### src/rtl/fpt_pkg.sv
package fpt_pkg;
  localparam int EL_W = 2;
  localparam int EN_W = 2;

  typedef logic [EL_W-1:0] el_t;

  localparam el_t EL_NONE = 2'd0;
  localparam el_t EL_1    = 2'd1;
  localparam el_t EL_2    = 2'd2;
  localparam el_t EL_3    = 2'd3;

  // One layer's verdict: hit means it claims the trap
  typedef struct packed {
    logic hit;
    el_t  tgt;
  } verdict_t;
endpackage

### src/rtl/fpt_el1_layer.sv
module fpt_el1_layer
  import fpt_pkg::*;
(
  input  el_t             cur_el,
  input  logic            cur_w64,
  input  logic            is_secure,
  input  logic            el3_w64,
  input  logic [EN_W-1:0] el1_en,
  output verdict_t        vd
);
  always_comb begin
    vd = '{hit: 1'b0, tgt: EL_NONE};
    unique case (el1_en)
      2'd0, 2'd2: begin
        if (cur_el == EL_NONE || cur_el == EL_1) begin
          vd.hit = 1'b1;
          vd.tgt = (is_secure && !el3_w64) ? EL_3 : EL_1;
        end else if (cur_el == EL_3 && !cur_w64) begin
          vd.hit = 1'b1;
          vd.tgt = EL_3;
        end
      end
      2'd1: begin
        if (cur_el == EL_NONE) begin
          vd.hit = 1'b1;
          vd.tgt = EL_1;
        end
      end
      default: ;
    endcase
  end
endmodule

### src/rtl/fpt_upper_layers.sv
module fpt_upper_layers
  import fpt_pkg::*;
(
  input  el_t      cur_el,
  input  logic     is_secure,
  input  logic     el2_trap,
  input  logic     el3_trap,
  output verdict_t vd_el2,
  output verdict_t vd_el3
);
  always_comb begin
    vd_el2.hit = el2_trap && (cur_el <= EL_2) && !is_secure;
    vd_el2.tgt = EL_2;
    vd_el3.hit = el3_trap;
    vd_el3.tgt = EL_3;
  end
endmodule

### src/rtl/fpt_router.sv
module fpt_router
  import fpt_pkg::*;
#(
  parameter int N_LAYERS = 3
) (
  input  logic       clk,
  input  logic       rst_n,
  input  logic       insn_vld,
  input  logic [1:0] cur_el,
  input  logic       cur_w64,
  input  logic       is_secure,
  input  logic       el3_w64,
  input  logic       legacy_core,
  input  logic [1:0] el1_en,
  input  logic       el2_trap,
  input  logic       el3_trap,
  output logic [1:0] tgt_el_q,
  output logic       trap_q
);
  verdict_t layers [N_LAYERS];
  el_t      tgt_d;
  el_t      tgt_r;
  logic     trap_r;

  fpt_el1_layer u_el1 (
    .cur_el    (cur_el),
    .cur_w64   (cur_w64),
    .is_secure (is_secure),
    .el3_w64   (el3_w64),
    .el1_en    (el1_en),
    .vd        (layers[0])
  );

  fpt_upper_layers u_up (
    .cur_el    (cur_el),
    .is_secure (is_secure),
    .el2_trap  (el2_trap),
    .el3_trap  (el3_trap),
    .vd_el2    (layers[1]),
    .vd_el3    (layers[2])
  );

  // Priority pick: lowest-index layer that hits wins
  always_comb begin
    tgt_d = EL_NONE;
    for (int i = N_LAYERS - 1; i >= 0; i--) begin
      if (layers[i].hit) tgt_d = layers[i].tgt;
    end
    if (legacy_core) tgt_d = EL_NONE;
  end

  always_ff @(posedge clk or negedge rst_n) begin
    if (!rst_n) begin
      tgt_r  <= EL_NONE;
      trap_r <= 1'b0;
    end else if (insn_vld) begin
      tgt_r  <= tgt_d;
      trap_r <= |tgt_d;
    end
  end

  assign tgt_el_q = tgt_r;
  assign trap_q   = trap_r;
endmodule

### config.mk
export PLATFORM = sky130hd
export DESIGN_NAME = fpt_router
export DESIGN_NICKNAME = d
export VERILOG_FILES = /design/src/rtl/fpt_pkg.sv /design/src/rtl/fpt_el1_layer.sv /design/src/rtl/fpt_upper_layers.sv /design/src/rtl/fpt_router.sv
export SDC_FILE = /design/constraint.sdc
export NUM_CORES = 1
export LEC_CHECK = 0
export BUFFER_PORTS_ARGS = -buffer_cell sky130_fd_sc_hd__buf_4
export CORE_AREA = 2 2 39 41
export DETAILED_ROUTE_END_ITERATION = 7
export DIE_AREA = 0 0 41 43
export PLACE_DENSITY_LB_ADDON = 0.2
export SYNTH_ARGS = -nofsm -noshare
export SYNTH_HDL_FRONTEND = slang
export SYNTH_SLANG_ARGS = --single-unit
### constraint.sdc
create_clock -name clk -period 1.8 [get_ports clk]
set_input_delay 0.36 -clock clk [delete_from_list [all_inputs] [get_ports clk]]
set_output_delay 0.36 -clock clk [all_outputs]
set_load 0.01 [all_outputs]
==> results of run 1 <==
==> where the power goes <==
group	leakage [uW]	total [uW]	internal, uW	switching [uW]
logic	0.000115	65.7	39.3	26.4
clock network	0.0000150	118	83.1	34.9
registers	0.0000382	78.1	74.8	3.31
==> synth_stat cells, drive strengths merged <==
master	count
nand2b	1
o32ai	1
nand2	1
o21a	1
nand3b	1
nor3	1
inv	3
nor3b	2
o2bb2ai	1
a21oi	1
nor2	1
o22ai	2
dfrtp	3
==> layout make-up <==
class,instances,share of cell area
flip-flops and latches,3,0.210
multi-input cells,13,0.287
repair buffers,16,0.343
clock buffers,4,0.0734
inverters,3,0.0315
well taps,16,0.0559
==> worst min path at each step <==
stage / startpoint / endpoint / slack [ps] / cells past startpoint
floorplan: rst_n / tgt_el_q[0] / 60 / 0
global placement: rst_n / tgt_el_q[1] / 150 / 1
detailed placement: rst_n / tgt_el_q[1] / 150 / 1
CTS: insn_vld / tgt_el_q[1] / 330 / 2
global route: insn_vld / tgt_el_q[1] / 330 / 2
finish: insn_vld / tgt_el_q[1] / 340 / 2
==> sequential cells by signal, indices dropped and copies added (netlist names) <==
name and cells:
trap_q 1, tgt_el_q 2
==> what timing repair did <==
item | 4_1_cts | 5_1_grt
endpoints found under the hold margin | 3 | 0
hold buffers | 1 | 0
gates resized for setup | 0 | 0
==> routing by layer <==
layer	track usage	vias to the layer above
li1	-	108
met1	0.0801	88
met5	0	-
met2	0.103	16
met3	0.0157	0
met4	0.0800	0
==> logic make-up after synthesis <==
| kind of cell | Yosys count |
|---|---|
| flip-flops | 3 |
| AND/OR/NAND/NOR | 7 |
| buffers and inverters | 3 |
| AO/OA/AOI/OAI | 6 |
==> through the flow <==
stage | util | hold WS (ps) | std cells | setup WS (ps)
5_1_grt | 0.259 | 327 | 55 | 663
2_1_floorplan | - | 64.4 | 19 | 712
4_1_cts | 0.259 | 326 | 55 | 681
3_5_place_dp | 0.232 | 153 | 50 | 534
6_report | 0.259 | 336 | 55 | 694
3_3_place_gp | 0.232 | 150 | 50 | 551
==> results.cfg, run 1 <==
[synthesis]
synth_seq_area_share = 0.397
synth.area.top_cells = dfrtp_1 (40%), o32ai_2 (8.6%), o2bb2ai_2 (7.9%), nor3b_2 (6.6%), o22ai_1 (6.6%)
synth_top_family_by_area = compound AO/OA/AOI/OAI gates
yosysTopAreaCell = dfrtp_1
synth-adder-area-share = 0
yosysWarnings = 0
syn_nets = 32
yosysUniqueCellTypes = 14
synthXorXnorAreaFrac = 0
netlist_area_um2 = 189
synth_compound_area_frac = 0.298
syn_area_per_cell_um2 = 9.94
ys_seq_elements = 3
syn_inst = 19
synthSimpleGateAreaFrac = 0.245
synth_top_area_share = 0.397
muxShareOfSynthArea = 0

[critical_path]
crit_chain = buf_4
cp_top_family = flip-flops
r2r-end = tgt_el_q[0]
cp_data_arrival_time_ps = 750
worst-setup-path-type = reg2out
r2r_cells = 2
startpoint_type = flip-flop
critical-path-max-stage-delay_ps = 370
required_ps = 1440
rrSetupSlack_ps = 1170
cp-startpoint = tgt_el_q[1]
critPathCaptureType = output pin
path_depth = 1
worstReg2RegStart = tgt_el_q[0]
critPathMaxFanout = 2
endpoint = tgt_el_q[1]
crit_slowest_cell = dfrtp_1
worst-path-buf-inv = 1

[detailed_routing]
drt_iter0_drc = 2
drtAntennaViolNets = 0
wl_met1_um = 216
vias = 212
viasPerCell = 3.85
drtPass1Iterations = 2
drc = 0
dr_wl_met2_um = 230
wl_per_cell_um = 9.65
maxUsedRoutingLayer = met3
totalWireLength_um = 531
wl_met3_um = 85

[timing]
report.final.slew_viol_count = 0
setup_tns_ps = 0
finClkSkew_ps = 0
hold_viol = 0
fmax_ghz = 0.905
min_period_ps = 1110
rsz0062_at_grt = no
setup_viol = 0
relSlewSlack = 0.829
post-route-period-util = 0.614
tightest_slew_ps = 254

[finish]
diodes = 0
multi_input_area_um2 = 103
drive_above_1_share = 0.538
finalNetCount = 53
seq_area_um2 = 75.1
layout_commonest_cell = buf_4
layout_common_cells = buf_4 (15), inv_1 (3), clkbuf_4 (3), dfrtp_1 (3), o22ai_1 (2)
area_growth_pct = 89.4
n_fill_cell = 159
stdcell_area_um2 = 358

[clocking]
cts-buffers-inserted = 3
clockBufferDepth = 2
cts_setup_buffers = 0
cts_tree = done
cts.reportedPaths.clkPinSlew_ps = 40
clk_latency_ps = 230
clock_sinks = 3
cts_root_buf = clkbuf_4
htreeDepth = 1

[die]
die_h_um = 43
start_util = 0.137
dieArea_um2 = 1760
num_io_pins = 16
num_rows = 14
die_x_um = 41
core_area_um2 = 1380

[outcome]
status = finished clean

[place]
placed_area_um2 = 322
io_buffers = 15
gp_congestion = 0.621

[power]
pwr_density_cell_nw_per_um2 = 731
p_leak_uw = 0.000168
power_uw = 262
max-vdd-ir-drop_mv = 0.136

[grt]
antenna_found_initial = 0
grt_pass1_wl_um = 834
grt_pass1_vias = 241
grt-ovfl-total = 0
grt_usage = 0.0732
grt_start_max_net_pins = 5

[run]
maxCapViolCount = 0

[min_path]
hold_class = in2reg
Note: power is estimated with default switching activity, not from simulation.
==> run 2: changes to the inputs <==
clock period = 1.1 ns   (was 1.8 ns; I/O delays follow)
==> run 2 against run 1 <==
Non-clock buffer count unchanged; global-route usage is 0.22 points higher; clock power up 61%; power grew 63%; final area unchanged; combinational power rose by 63%; register-to-register slack worse by 710 ps; first-iteration DRC count decreased by 50%; worst setup slack got worse by 560 ps; via count grew 1.4%; largest power group unchanged.
==> results.cfg, run 2 (same netlist as run 1, synthesis figures left out) <==
[grt]
grt_pass1_wl_um = 841
grt_pass1_vias = 223
antenna_found_initial = 0
grt_usage = 0.0754
grt-ovfl-total = 0
grt_start_max_net_pins = 5

[power]
p_comb_frac = 0.252
clkPwrFrac = 0.447
power_uw = 425
p_leak_uw = 0.000168
max-vdd-ir-drop_mv = 0.316
power_switching_uw = 103
swShare = 0.242
intPower_uw = 322
pwr_density_cell_nw_per_um2 = 1190
seq_power_share = 0.301

[detailed_routing]
drc = 0
vias = 215
drtAntennaViolNets = 0
totalWireLength_um = 524
viasPerCell = 3.91
drt_iter0_drc = 1
wl_per_cell_um = 9.53
drtPass1Iterations = 2

[timing]
setup_viol = 0
fmax_ghz = 1.03
hold_viol = 0
tightest_slew_ps = 273
rsz0062_at_grt = no
min_period_ps = 968
post-route-period-util = 0.880
relSlewSlack = 0.816
report.final.slew_viol_count = 0
finClkSkew_ps = 0

[outcome]
status = finished clean

[critical_path]
critical-path-max-stage-delay_ps = 370
worst-setup-path-type = reg2out
cp_top_family = flip-flops
cp_data_arrival_time_ps = 750
crit_slowest_cell = dfrtp_1
worst-path-buf-inv = 1
required_ps = 880
cp-startpoint = tgt_el_q[1]
critPathMaxFanout = 2
crit_chain = buf_4
critPathCaptureType = output pin
startpoint_type = flip-flop
worstReg2RegStart = tgt_el_q[1]

[clocking]
htreeDepth = 1
clk_latency_ps = 230
cts-buffers-inserted = 3
cts_hold_buf = 1
clock_sinks = 3
cts_root_buf = clkbuf_4
clockBufferDepth = 2
cts.reportedPaths.clkPinSlew_ps = 40
cts_resized = 0
cts_tree = done
cts_setup_buffers = 0

[die]
core_area_um2 = 1380
num_io_pins = 16
die_x_um = 41
start_util = 0.137
die_h_um = 43
dieArea_um2 = 1760
num_rows = 14

[finish]
diodes = 0
largest_register_ffs = 2
stdcell_area_um2 = 358
finalNetCount = 53
drive_above_1_share = 0.538
fin_util = 0.259
layout_commonest_cell = buf_4
area_growth_pct = 89.4
layout_common_cells = buf_4 (15), inv_1 (3), clkbuf_4 (3), dfrtp_1 (3), o22ai_1 (2)

[run]
maxCapViolCount = 0

[min_path]
hold_class = in2reg
worstHoldStart = insn_vld

[place]
placed_area_um2 = 322
gp_congestion = 0.570
io_buffers = 15
## run 2: cell counts in the layout (fill, tap and decap cells not counted)
Identical to the previous run, type by type.
## run 2: power groups by stage
| stage | Sequential [uW] | Clock [uW] | Combinational (uW) |
|---|---|---|---|
| after CTS | 128 | 202 | 109 |
| after detailed placement | 130 | 0 | 105 |
| after global placement | 130 | 0 | 105 |
| after global routing | 129 | 215 | 118 |
| after floorplan | 135 | 0 | 35.8 |
| final | 128 | 190 | 107 |
## run 2: cell type report
cell class	instances	area (um^2)
fill	157	1030
clock buffer	4	26.3
multi-input combinational	13	103
inverter	3	11.3
sequential	3	75.1
timing repair buffer	16	123
tap	16	20.0
## run 2: layer usage
| metal | track usage | part of all wire | up-vias |
|---|---|---|---|
| met1 | 0.0839 | 0.42 | 88 |
| li1 | - | - | 109 |
| met3 | 0.0471 | 0.18 | 0 |
| met2 | 0.0969 | 0.40 | 18 |
| met4 | 0.0600 | 0 | 0 |
| met5 | 0 | 0 | - |
## run 2: path summary, 6_finish.rpt
kind,slack [ps],cells after the start,to
max,130,1,tgt_el_q[1]
min,210,2,tgt_el_q[1]
max reg2reg,460,2,tgt_el_q[1]
min reg2reg,530,2,trap_q
max in group asynchronous,690,2,tgt_el_q[0]
min in group asynchronous,320,2,trap_q
## run 2: through the flow
step | hold WS (ps) | TNS (ps) | cells | setup slack (ps)
detailed placement | 13.5 | -40.5 | 50 | -40.5
global route | 198 | 0 | 55 | 100
floorplan | -75.6 | 0 | 19 | 152
CTS | 194 | 0 | 55 | 123
global placement | 12.0 | -20.9 | 50 | -20.9
finish | 206 | 0 | 55 | 132
